[config.mk]
export PLATFORM = sky130hd
export DESIGN_NAME = irq_level_gate
export DESIGN_NICKNAME = d
export VERILOG_FILES = /design/src/rtl/irq_gate_pkg.sv /design/src/rtl/irq_gate_pick.sv /design/src/rtl/irq_gate_ctrl.sv /design/src/rtl/irq_gate_dp.sv /design/src/rtl/irq_level_gate.sv
export SDC_FILE = /design/constraint.sdc
export NUM_CORES = 1
export LEC_CHECK = 0
export ABC_AREA = 0
export BUFFER_PORTS_ARGS = -buffer_cell sky130_fd_sc_hd__clkbuf_2
export CAP_MARGIN = 20
export CORE_MARGIN = 2
export CORE_UTILIZATION = 64
export CTS_CLUSTER_DIAMETER = 40
export DETAILED_ROUTE_END_ITERATION = 10
export PLACE_DENSITY = 0.91
export SLEW_MARGIN = 25
export SYNTH_ARGS = -nofsm -noshare
export SYNTH_HDL_FRONTEND = slang
export SYNTH_SLANG_ARGS = --single-unit
export TNS_END_PERCENT = 50
[constraint.sdc]
create_clock -name clk -period 15.8 [get_ports clk]
set_input_delay 0 -clock clk [delete_from_list [all_inputs] [get_ports clk]]
set_output_delay 0 -clock clk [all_outputs]
set_load 0.01 [all_outputs]
[src/rtl/irq_gate_pkg.sv]
package irq_gate_pkg;

  typedef enum logic {
    PATH_RETURN = 1'b0,
    PATH_LOAD   = 1'b1
  } iplPathE;

  typedef struct packed {
    logic iplNear;
    logic iplFar;
    logic lvlWr;
  } ctrlStrobeT;

endpackage

[src/rtl/irq_gate_pick.sv]
module irq_gate_pick #(
  parameter int N     = 8,
  parameter int LVL_W = 3,
  parameter int IDX_W = 3
) (
  input  logic [N-1:0]            req,
  input  logic [N-1:0][LVL_W-1:0] lvl,
  input  logic [LVL_W-1:0]        ipl,
  output logic                    found,
  output logic [IDX_W-1:0]        bestIdx,
  output logic [LVL_W-1:0]        bestLvl
);

  logic [N-1:0] elig;

  for (genvar g = 0; g < N; g++) begin : g_elig
    assign elig[g] = req[g] && (lvl[g] != '0) && (lvl[g] > ipl);
  end

  always_comb begin
    found   = 1'b0;
    bestIdx = '0;
    bestLvl = '0;
    for (int i = 0; i < N; i++) begin
      if (elig[i] && (!found || (lvl[i] > bestLvl))) begin
        found   = 1'b1;
        bestIdx = IDX_W'(i);
        bestLvl = lvl[i];
      end
    end
  end

endmodule

[src/rtl/irq_gate_ctrl.sv]
module irq_gate_ctrl
  import irq_gate_pkg::*;
#(
  parameter int N     = 8,
  parameter int IDX_W = 3
) (
  input  logic                    iplWrEn,
  input  logic                    iplPath,
  input  logic                    lvlWrEn,
  input  logic [IDX_W-1:0]        lvlWrIdx,
  input  logic [N-1:0]            reqClr,
  input  logic                    acceptStrobe,
  input  logic [IDX_W-1:0]        acceptIdx,
  output ctrlStrobeT              strb,
  output logic [N-1:0]            clrMask
);

  always_comb begin
    strb.iplNear = iplWrEn && (iplPathE'(iplPath) == PATH_RETURN);
    strb.iplFar  = iplWrEn && (iplPathE'(iplPath) == PATH_LOAD);
    strb.lvlWr   = lvlWrEn && (32'(lvlWrIdx) < N);
  end

  for (genvar g = 0; g < N; g++) begin : g_clr
    assign clrMask[g] = reqClr[g] || (acceptStrobe && (acceptIdx == IDX_W'(g)));
  end

endmodule

[src/rtl/irq_gate_dp.sv]
module irq_gate_dp
  import irq_gate_pkg::*;
#(
  parameter int N     = 8,
  parameter int LVL_W = 3,
  parameter int IDX_W = 3
) (
  input  logic               clk,
  input  logic               rstN,
  input  ctrlStrobeT         strb,
  input  logic [LVL_W-1:0]   iplWrData,
  input  logic [IDX_W-1:0]   lvlWrIdx,
  input  logic [LVL_W-1:0]   lvlWrData,
  input  logic [N-1:0]       reqSet,
  input  logic [N-1:0]       clrMask,
  input  logic               intEnable,
  output logic               acceptStrobe,
  output logic [IDX_W-1:0]   acceptIdx,
  output logic [LVL_W-1:0]   acceptLvl
);

  // IPL update pipeline: load path enters the far slot, return path the near slot
  logic               farV, nearV;
  logic [LVL_W-1:0]   farD, nearD, iplEff;

  // level write pipeline
  logic               lvlPendV;
  logic [IDX_W-1:0]   lvlPendIdx;
  logic [LVL_W-1:0]   lvlPendData;
  logic [N-1:0][LVL_W-1:0] lvlEff;

  logic [N-1:0]       reqBits;

  logic               found;
  logic [IDX_W-1:0]   pickIdx;
  logic [LVL_W-1:0]   pickLvl;

  always_ff @(posedge clk or negedge rstN) begin
    if (!rstN) begin
      farV   <= 1'b0;
      farD   <= '0;
      nearV  <= 1'b0;
      nearD  <= '0;
      iplEff <= '0;
    end else begin
      farV <= strb.iplFar;
      if (strb.iplFar) farD <= iplWrData;
      if (strb.iplNear) begin
        nearV <= 1'b1;
        nearD <= iplWrData;
      end else begin
        nearV <= farV;
        nearD <= farD;
      end
      if (nearV) iplEff <= nearD;
    end
  end

  always_ff @(posedge clk or negedge rstN) begin
    if (!rstN) begin
      lvlPendV    <= 1'b0;
      lvlPendIdx  <= '0;
      lvlPendData <= '0;
      lvlEff      <= '0;
    end else begin
      lvlPendV <= strb.lvlWr;
      if (strb.lvlWr) begin
        lvlPendIdx  <= lvlWrIdx;
        lvlPendData <= lvlWrData;
      end
      if (lvlPendV) lvlEff[lvlPendIdx] <= lvlPendData;
    end
  end

  always_ff @(posedge clk or negedge rstN) begin
    if (!rstN) reqBits <= '0;
    else       reqBits <= (reqBits & ~clrMask) | reqSet;
  end

  irq_gate_pick #(.N(N), .LVL_W(LVL_W), .IDX_W(IDX_W)) u_pick (
    .req     (reqBits),
    .lvl     (lvlEff),
    .ipl     (iplEff),
    .found   (found),
    .bestIdx (pickIdx),
    .bestLvl (pickLvl)
  );

  always_comb begin
    acceptStrobe = intEnable && found;
    acceptIdx    = acceptStrobe ? pickIdx : '0;
    acceptLvl    = acceptStrobe ? pickLvl : '0;
  end

  assert_winner_pending_R3: assert property (@(posedge clk) disable iff (!rstN)
    acceptStrobe |-> (reqBits[acceptIdx] && (lvlEff[acceptIdx] == acceptLvl)));

  assert_no_level0_R2: assert property (@(posedge clk) disable iff (!rstN)
    acceptStrobe |-> (acceptLvl != '0));

  assert_above_ipl_R4: assert property (@(posedge clk) disable iff (!rstN)
    acceptStrobe |-> (acceptLvl > iplEff));

  assert_ipl_hold_R5: assert property (@(posedge clk) disable iff (!rstN)
    !nearV |=> $stable(iplEff));

  assert_far_moves_R6: assert property (@(posedge clk) disable iff (!rstN)
    (farV && !strb.iplNear) |=> (nearV && (nearD == $past(farD))));

  assert_later_wins_R8: assert property (@(posedge clk) disable iff (!rstN)
    strb.iplNear |=> (nearV && (nearD == $past(iplWrData))));

  assert_lvl_hold_R7: assert property (@(posedge clk) disable iff (!rstN)
    !lvlPendV |=> $stable(lvlEff));

  assert_req_cleared_R9: assert property (@(posedge clk) disable iff (!rstN)
    (acceptStrobe && !reqSet[acceptIdx]) |=> !reqBits[$past(acceptIdx)]);

endmodule

[src/rtl/irq_level_gate.sv]
module irq_level_gate
  import irq_gate_pkg::*;
#(
  parameter int N     = 8,
  parameter int LVL_W = 3,
  localparam int IDX_W = (N > 1) ? $clog2(N) : 1
) (
  input  logic               clk,
  input  logic               rstN,
  input  logic               intEnable,
  input  logic [N-1:0]       reqSet,
  input  logic [N-1:0]       reqClr,
  input  logic               lvlWrEn,
  input  logic [IDX_W-1:0]   lvlWrIdx,
  input  logic [LVL_W-1:0]   lvlWrData,
  input  logic               iplWrEn,
  input  logic               iplPath,
  input  logic [LVL_W-1:0]   iplWrData,
  output logic               acceptStrobe,
  output logic [IDX_W-1:0]   acceptIdx,
  output logic [LVL_W-1:0]   acceptLvl
);

  ctrlStrobeT   strb;
  logic [N-1:0] clrMask;

  irq_gate_ctrl #(.N(N), .IDX_W(IDX_W)) u_ctrl (
    .iplWrEn      (iplWrEn),
    .iplPath      (iplPath),
    .lvlWrEn      (lvlWrEn),
    .lvlWrIdx     (lvlWrIdx),
    .reqClr       (reqClr),
    .acceptStrobe (acceptStrobe),
    .acceptIdx    (acceptIdx),
    .strb         (strb),
    .clrMask      (clrMask)
  );

  irq_gate_dp #(.N(N), .LVL_W(LVL_W), .IDX_W(IDX_W)) u_dp (
    .clk          (clk),
    .rstN         (rstN),
    .strb         (strb),
    .iplWrData    (iplWrData),
    .lvlWrIdx     (lvlWrIdx),
    .lvlWrData    (lvlWrData),
    .reqSet       (reqSet),
    .clrMask      (clrMask),
    .intEnable    (intEnable),
    .acceptStrobe (acceptStrobe),
    .acceptIdx    (acceptIdx),
    .acceptLvl    (acceptLvl)
  );

endmodule

==> results of run 1 <==
==> registers in the layout, summed over array words and instances (netlist names), 3 cells and up <==
| name | count |
|---|---|
| u_dp.reqBits | 8 |
| u_dp.lvlEff | 24 |
| u_dp.lvlPendIdx | 3 |
| u_dp.nearD | 3 |
| u_dp.farD | 3 |
| u_dp.iplEff | 3 |
| u_dp.lvlPendData | 3 |
==> logic make-up after synthesis <==
| kind of cell | Yosys count |
|---|---|
| fa+ha+maj | 45 |
| compound gates | 112 |
| simple gates | 84 |
| flops | 50 |
| mux | 32 |
| buf+inv | 34 |
==> power by group through the flow <==
| stage | Combinational, uW | Clock, uW | Sequential, uW |
|---|---|---|---|
| after global placement | 610 | 0 | 204 |
| after detailed placement | 650 | 0 | 206 |
| after floorplan | 512 | 0 | 189 |
| after CTS | 665 | 83.5 | 204 |
| after global routing | 755 | 87.9 | 211 |
| final | 679 | 83.0 | 206 |
==> layout make-up <==
cell class	count	area (um2)	share of cell area, %
Multi-Input combinational cell	273	2280	53.1
Sequential cell	50	1250	29.2
Timing Repair Buffer	66	473	11.0
Inverter	26	97.6	2.28
Tap cell	72	90.1	2.10
Clock buffer	5	68.8	1.61
Clock inverter	3	28.8	0.672
==> cells in the final DEF (no fill, tap or decap), drive strengths merged, types with 10 or more instances in the layout <==
cell type	synthesis	routed
nand2	18	18
nor2b	16	16
ha	45	45
clkbuf	5	42
dlygate4sd3	0	28
dfrtp	50	50
mux2	32	32
o21ai	30	30
nor2	10	10
o21a	11	11
inv	26	27
==> worst paths after layout <==
check / endpoint / slack [ps] / start / depth (start not counted)
max reg2reg: u_dp.reqBits[2] / 2930 / u_dp.iplEff[1] / 57
min: u_dp.reqBits[6] / 40 / reqClr[6] / 4
max in group asynchronous: u_dp.reqBits[0] / 15050 / rstN / 3
min reg2reg: u_dp.nearV / 460 / u_dp.farV / 1
min in group asynchronous: u_dp.reqBits[5] / 320 / rstN / 3
max: u_dp.reqBits[2] / 2930 / u_dp.iplEff[1] / 57
==> metrics by stage <==
| stage | hold WS [ps] | instances | utilization, % |
|---|---|---|---|
| global route | 63.0 | 495 | 77.8 |
| CTS | 31.5 | 495 | 77.8 |
| detailed placement | 141 | 459 | 71.0 |
| floorplan | -296 | 357 | - |
| finish | 42.4 | 495 | 77.8 |
| global placement | 133 | 459 | 71.0 |
==> routing by layer <==
| metal | track usage, % | vias up | wire, um |
|---|---|---|---|
| li1 | - | 1479 | - |
| met1 | 40.8 | 1537 | 3940 |
| met2 | 53.2 | 117 | 4590 |
| met3 | 3.96 | 24 | 436 |
| met4 | 10.2 | 0 | 147 |
| met5 | 0 | - | 0 |
==> worst register-to-register path: cells and delay by family (launching register included) <==
family / cells / cell delay, ps
flip-flops: 1 / 380
buffers and inverters: 3 / 940
AO/OA/AOI/OAI: 31 / 6410
adder cells (fa/ha/maj): 8 / 2320
AND/OR/NAND/NOR: 15 / 2730
==> what timing repair did <==
action / CTS / global route
hold endpoints to repair: 72 / 0
hold buffers: 28 / 0
buffers inserted: 0 / 0
setup endpoints to repair: 0 / 0
==> results.yml, run 1 <==
layout:
  n_fill_cell: 352
  drive_gt1_share_pct: 24.3
  num_antenna_cells: 0
  final_nets: 498
  fin_area_um2: 4290
  area_growth_pct: 16.9
yosys:
  synthAdderAreaFrac_pct: 15.4
  synth_fp_nets: 433
  synth_edf_count: 0
  syn-cell-area_um2: 3660
  synth_top_family_by_area: "compound AO/OA/AOI/OAI gates"
  async_flop_share_pct: 100
  synth_xor_area_share_pct: 0
  ys_ff_latch: 50
  synthCells: 357
  ys.warnings.count: 0
  synth_area_leaders: "dfrtp_1, ha_1, mux2_2"
  yosys.area_share.simple_pct: 13.2
  synth_seq_area_share_pct: 34.1
  muxShareOfSynthArea_pct: 9.83
  avgSynthCellArea_um2: 10.3
  synth_largest_area_cell: "dfrtp_1"
  synth_top_area_share_pct: 34.1
  synth_common_cells: "dfrtp_1, ha_1, mux2_2"
  synth.most_common_cell: "dfrtp_1"
  ys.flop_type: "dfrtp_1"
  synth_cell_types: 62
  synth_compound_area_share_pct: 23.7
sta:
  setup_violations: 0
  slew_headroom_pct: 48.7
  fmax_ghz: 0.0777
  finalClockSkew_ps: 6.35
  slew_violations: 0
  worst_slack_ps: 2930
  hold_viol: 0
  rsz0062_at_grt: "false"
  setup_tns_ps: 0
  fin_crit_ps: 12870
  worst_pin_slew_ps: 764
  period_share_pct: 81.5
placement:
  place.gp.congestion: 0.919
  pre_cts_slack_ps: 3720
  dpl.hpwl_mm: 6.51
  io_buffers: 37
  postPlaceCellArea_um2: 3910
flow_run:
  max_cap_viol_count: 0
die:
  start_util_pct: 66.6
  dieArea_um2: 6350
  io_pins: 38
  num_rows: 27
  core_area_um2: 5510
  die_h_um: 79.7
  dieWidth_um: 79.7
setup_path:
  cpPeakStageDelay_ps: 550
  cp_common_cell: "ha_1"
  critPathKind: "flop to flop"
  critPathMaxFanout: 12
  cp.arrival_ps: 13080
  cp-end-kind: "flop"
  worstPathRequired_ps: 16010
  crit_family: "compound AO/OA/AOI/OAI gates"
  startpoint_type: "flop"
  worst-path-buf-inv: 3
  cp_slowest_cell: "dlygate4sd3_1"
clock_network:
  ctsLongestPathBuffers: 2
  cts.htree.levels: 2
  numCtsBuffers: 5
  clock-sinks: 50
  clock_latency_ps: 320
  cts_resized: 0
  tritoncts: "yes"
  cts_root_buf: "clkbuf_8"
  clkTransAtPathRegs_ps: 110
routing:
  antenna_left: 0
  routed_wl_mm: 9.11
  vias: 3157
  routedWlPerCell_um: 18.4
  initialDrtViolationCount: 310
  post_drt_via_cell_ratio: 6.38
  drt_pre_antenna_iters: 5
  drc: 0
run_status:
  status: "complete, no violations"
grt:
  antenna_found_initial: 0
  grt-ovfl-total: 0
  grt_max_degree: 51
  grt_pass1_vias: 3206
  grt_usage_pct: 31.1
  grt_pass1_wl_mm: 15.3
power_and_ir_drop:
  power_frac_clock_pct: 8.6
  power_frac_comb_pct: 70.1
  p_total_uw: 968
  irDropWorstVdd_v: 0.000126
  swShare_pct: 49.2
  seqPwrFrac_pct: 21.3
  power.net_switching_uw: 476
  power_density_nw_per_um2: 226
  power_leakage_uw: 0.00189
  internal_power_uw: 492
min_path:
  hp-class: "input pin to flop"
No activity file was read; power rests on OpenSTA's default activity.
==> run 2, diff against run 1 <==
CORE_UTILIZATION = 60   (was 64)
PLACE_DENSITY = 0.86   (was 0.91)
clock period = 12.4 ns   (was 15.8 ns; I/O delays follow)
==> results.yml, run 2 (same netlist as run 1, synthesis figures left out) <==
flow_run:
  max_cap_viol_count: 0
die:
  core_area_um2: 5920
  dieWidth_um: 82.2
  num_rows: 28
  start_util_pct: 61.9
  die_h_um: 82.2
  dieArea_um2: 6750
  io_pins: 38
layout:
  area_growth_pct: 22.9
  drive_gt1_share_pct: 28.7
  reg.largest.list: "u_dp.lvlEff (24), u_dp.reqBits (8)"
  num_antenna_cells: 0
  register_area_um2: 1250
  final_nets: 514
  layout_commonest_cell: "dfrtp_1"
  largest-register: "u_dp.lvlEff"
  n_fill_cell: 385
  largest_reg_flops: 24
  multiInputGateArea_um2: 2350
  mostFrequentLayoutCells: "dfrtp_1, ha_1, clkbuf_2"
grt:
  grt_util_met3_pct: 4.57
  grt_pass1_vias: 3132
  grt_usage_pct: 30.9
  top_usage_layer: "met2"
  use_met1_pct: 38.4
  grt_pass1_wl_mm: 15.4
  grt_max_degree: 51
  met2_usage_pct: 52.1
  grt-ovfl-total: 0
  antenna_found_initial: 0
sta:
  worst_pin_slew_ps: 686
  finalClockSkew_ps: 16.1
  fmax_ghz: 0.0847
  setup_violations: 0
  slew_headroom_pct: 54.2
  period_share_pct: 95.2
  fin_crit_ps: 11810
  worst_slack_ps: 595
  setup_tns_ps: 0
  slew_violations: 0
  hold_viol: 0
min_path:
  hold-path-endpoint: "u_dp.reqBits[2]"
  hold_path_depth: 3
  holdCritStartpoint: "reqClr[2]"
  hp-class: "input pin to flop"
routing:
  drt_pre_antenna_iters: 4
  antenna_left: 0
  routed_wl_mm: 9.94
  routedWlPerCell_um: 19.3
  drc: 0
  initialDrtViolationCount: 264
  vias: 3231
  post_drt_via_cell_ratio: 6.29
setup_path:
  cpPeakStageDelay_ps: 570
  critPathMaxFanout: 7
  worstRegToRegCells: 55
  startpoint_type: "flop"
  regToRegStartpoint: "u_dp.lvlEff[1]"
  ff2ff_setup_slack_ps: 590
  cp-end-kind: "flop"
  worstPathRequired_ps: 12610
  cp.arrival_ps: 12010
  cp_common_cell: "ha_1"
  cp_slowest_cell: "dlygate4sd3_1"
  critPathKind: "flop to flop"
  r2r-end: "u_dp.reqBits[1]"
placement:
  io_buffers: 37
  pre_cts_slack_ps: 484
  place.gp.congestion: 0.891
  dpl.hpwl_mm: 6.55
power_and_ir_drop:
  irDropWorstVdd_v: 0.000136
  power_leakage_uw: 0.00200
  power_density_nw_per_um2: 303
clock_network:
  clock-sinks: 50
  ctsLongestPathBuffers: 2
  tritoncts: "yes"
  numCtsBuffers: 5
  clkTransAtPathRegs_ps: 110
  clock_latency_ps: 320
  cts_root_buf: "clkbuf_8"
  cts.htree.levels: 2
run_status:
  status: "complete, no violations"
-- run 2: area by class of cell --
cell class                      instances  share of cell area [%]
Tap cell                               75                    2.08
Sequential cell                        50                    27.8
Multi-Input combinational cell        273                    52.3
Clock buffer                            5                    1.53
Clock inverter                          3                   0.972
Timing Repair Buffer                   82                    13.2
Inverter                               26                    2.17
-- run 2: repair_timing --
item	CTS	global route
gates resized for setup	0	20
setup buffers	0	13
setup endpoints to repair	0	14
hold buffers	28	0
endpoints found under the hold margin	72	0
-- run 2: worst max-delay path: cells and delay by family, from the launching register on --
| kind | cells | cell delay [ps] |
|---|---|---|
| compound gates | 32 | 6420 |
| fa+ha+maj | 8 | 2260 |
| buf+inv | 3 | 800 |
| flops | 1 | 430 |
| simple gates | 12 | 1790 |
-- run 2: metal layers --
layer  vias up  wire, um
met4         0       461
met5         -         0
met3        37       581
met2       119      4930
met1      1560      3970
li1       1515         -
-- run 2: worst max path at each step --
stage / from / to / slack (ps)
after floorplan: u_dp.iplEff[1] / u_dp.reqBits[2] / 1720
after global placement: u_dp.lvlEff[1] / u_dp.reqBits[2] / 1000
after detailed placement: u_dp.lvlEff[1] / u_dp.reqBits[2] / 480
after CTS: u_dp.lvlEff[1] / u_dp.reqBits[1] / 80
after global routing: u_dp.lvlEff[1] / u_dp.reqBits[1] / -30
final: u_dp.lvlEff[1] / u_dp.reqBits[1] / 590
-- run 2: per-stage QoR --
stage | total power [uW] | utilization [%] | hold slack [ps] | cells | area (um2)
finish | 1360 | 76.1 | 10.7 | 514 | 4500
detailed placement | 1090 | 66.4 | 148 | 465 | 3930
global route | 1470 | 76.1 | 22.0 | 514 | 4500
floorplan | 894 | - | -296 | 357 | 3660
global placement | 1050 | 66.4 | 133 | 465 | 3930
CTS | 1230 | 73.1 | 16.8 | 501 | 4330
-- run 2: report_power, final --
group          internal (uW)  switching [uW]
logic                    446             533
registers                204            58.2
clock network           60.6            61.1
==> run 3, diff against run 2 <==
CAP_MARGIN = unset   (was 20)
HOLD_SLACK_MARGIN = 0.02   (was unset)
==> results.yml, run 3 (same netlist as run 1, synthesis figures left out) <==
routing:
  vias: 3236
  antenna_left: 0
  routedWlPerCell_um: 19.3
  drc: 0
  drt_pre_antenna_iters: 4
  initialDrtViolationCount: 257
  routed_wl_mm: 9.94
  post_drt_via_cell_ratio: 6.28
die:
  start_util_pct: 61.9
  io_pins: 38
  num_rows: 28
  die_h_um: 82.2
  dieArea_um2: 6750
  dieWidth_um: 82.2
  core_area_um2: 5920
min_path:
  hold_path_depth: 3
  hold-path-endpoint: "u_dp.farD[1]"
  holdCritStartpoint: "iplPath"
  hp-class: "input pin to flop"
power_and_ir_drop:
  power_frac_comb_pct: 71.9
  power_leakage_uw: 0.00201
  irDropWorstVdd_v: 0.000135
  seqPwrFrac_pct: 19.2
  power.net_switching_uw: 652
  power_frac_clock_pct: 8.9
  internal_power_uw: 710
  power_density_nw_per_um2: 302
  swShare_pct: 47.9
  p_total_uw: 1360
setup_path:
  critPathKind: "flop to flop"
  worstRegToRegCells: 54
  cp_common_cell: "ha_1"
  r2r-end: "u_dp.reqBits[0]"
  startpoint_type: "flop"
  cp-end-kind: "flop"
  cp_slowest_cell: "dlygate4sd3_1"
  critPathMaxFanout: 6
  cpPeakStageDelay_ps: 550
  regToRegStartpoint: "u_dp.lvlEff[1]"
  worstPathRequired_ps: 12600
  ff2ff_setup_slack_ps: 610
  cp.arrival_ps: 11990
flow_run:
  max_cap_viol_count: 0
sta:
  worst_slack_ps: 607
  fmax_ghz: 0.0848
  finalClockSkew_ps: 16.2
  slew_headroom_pct: 56.6
  hold_viol: 0
  setup_tns_ps: 0
  setup_violations: 0
  slew_violations: 0
  period_share_pct: 95.1
  fin_crit_ps: 11790
  worst_pin_slew_ps: 650
grt:
  grt_pass1_wl_mm: 15.4
  grt-ovfl-total: 0
  grt_max_degree: 51
  grt_pass1_vias: 3135
  antenna_found_initial: 0
  grt_usage_pct: 30.9
clock_network:
  numCtsBuffers: 5
  cts_root_buf: "clkbuf_8"
  ctsLongestPathBuffers: 2
  tritoncts: "yes"
  clkTransAtPathRegs_ps: 100
  clock-sinks: 50
  cts.htree.levels: 2
  clock_latency_ps: 320
placement:
  dpl.hpwl_mm: 6.55
  pre_cts_slack_ps: 484
  place.gp.congestion: 0.891
  io_buffers: 37
layout:
  mostFrequentLayoutCells: "dfrtp_1, ha_1, clkbuf_2"
  reg.largest.list: "u_dp.lvlEff (24), u_dp.reqBits (8)"
  area_growth_pct: 23.1
  num_antenna_cells: 0
  drive_gt1_share_pct: 28.6
  final_nets: 515
  layout_commonest_cell: "dfrtp_1"
  largest-register: "u_dp.lvlEff"
  largest_reg_flops: 24
run_status:
  status: "complete, no violations"
[run 3: what timing repair did]
action / 4_1_cts / 5_1_grt
endpoints found under the setup margin: 0 / 14
hold buffers: 29 / 0
buffers inserted: 0 / 13
endpoints found under the hold margin: 72 / 0
gates resized for setup: 0 / 20
[run 3: power by group through the flow]
stage	Sequential [uW]	Clock [uW]	Combinational (uW)
6_report	262	121	979
5_1_grt	268	129	1070
4_1_cts	258	122	846
3_5_place_dp	261	0	829
3_3_place_gp	258	0	789
2_1_floorplan	241	0	653
[run 3: critical path: cells and delay by family (launching register included)]
kind            cells  cell delay [ps]
compound gates     34             6800
fa+ha+maj           8             2300
simple gates       10             1480
buf+inv             2              620
flops               1              430
[run 3: layout make-up]
cell class                      instances  area, um2
Clock inverter                          3       43.8
Multi-Input combinational cell        273       2350
Fill cell                             384       1410
Inverter                               26       97.6
Tap cell                               75       93.8
Sequential cell                        50       1250
Clock buffer                            5       68.8
Timing Repair Buffer                   83        603
[run 3: worst max-delay path by stage]
stage,start,to,slack [ps],cells past startpoint
finish,u_dp.lvlEff[1],u_dp.reqBits[0],610,54
floorplan,u_dp.iplEff[1],u_dp.reqBits[2],1720,58
detailed placement,u_dp.lvlEff[1],u_dp.reqBits[2],480,55
global route,u_dp.lvlEff[1],u_dp.reqBits[1],-20,56
global placement,u_dp.lvlEff[1],u_dp.reqBits[2],1000,55
CTS,u_dp.lvlEff[1],u_dp.reqBits[1],80,55
[run 3: through the flow]
stage	area [um2]	hold WS (ps)	util, %	std cells
2_1_floorplan	3660	-296	-	357
3_3_place_gp	3930	133	66.4	465
3_5_place_dp	3930	148	66.4	465
4_1_cts	4340	96.0	73.2	502
5_1_grt	4510	150	76.2	515
6_report	4510	139	76.2	515
[run 3: per-layer routing]
layer / routed length (um) / track usage (%)
met2: 4910 / 52.1
met5: 0 / 0
met4: 518 / 16.0
met3: 554 / 4.57
met1: 3950 / 38.5
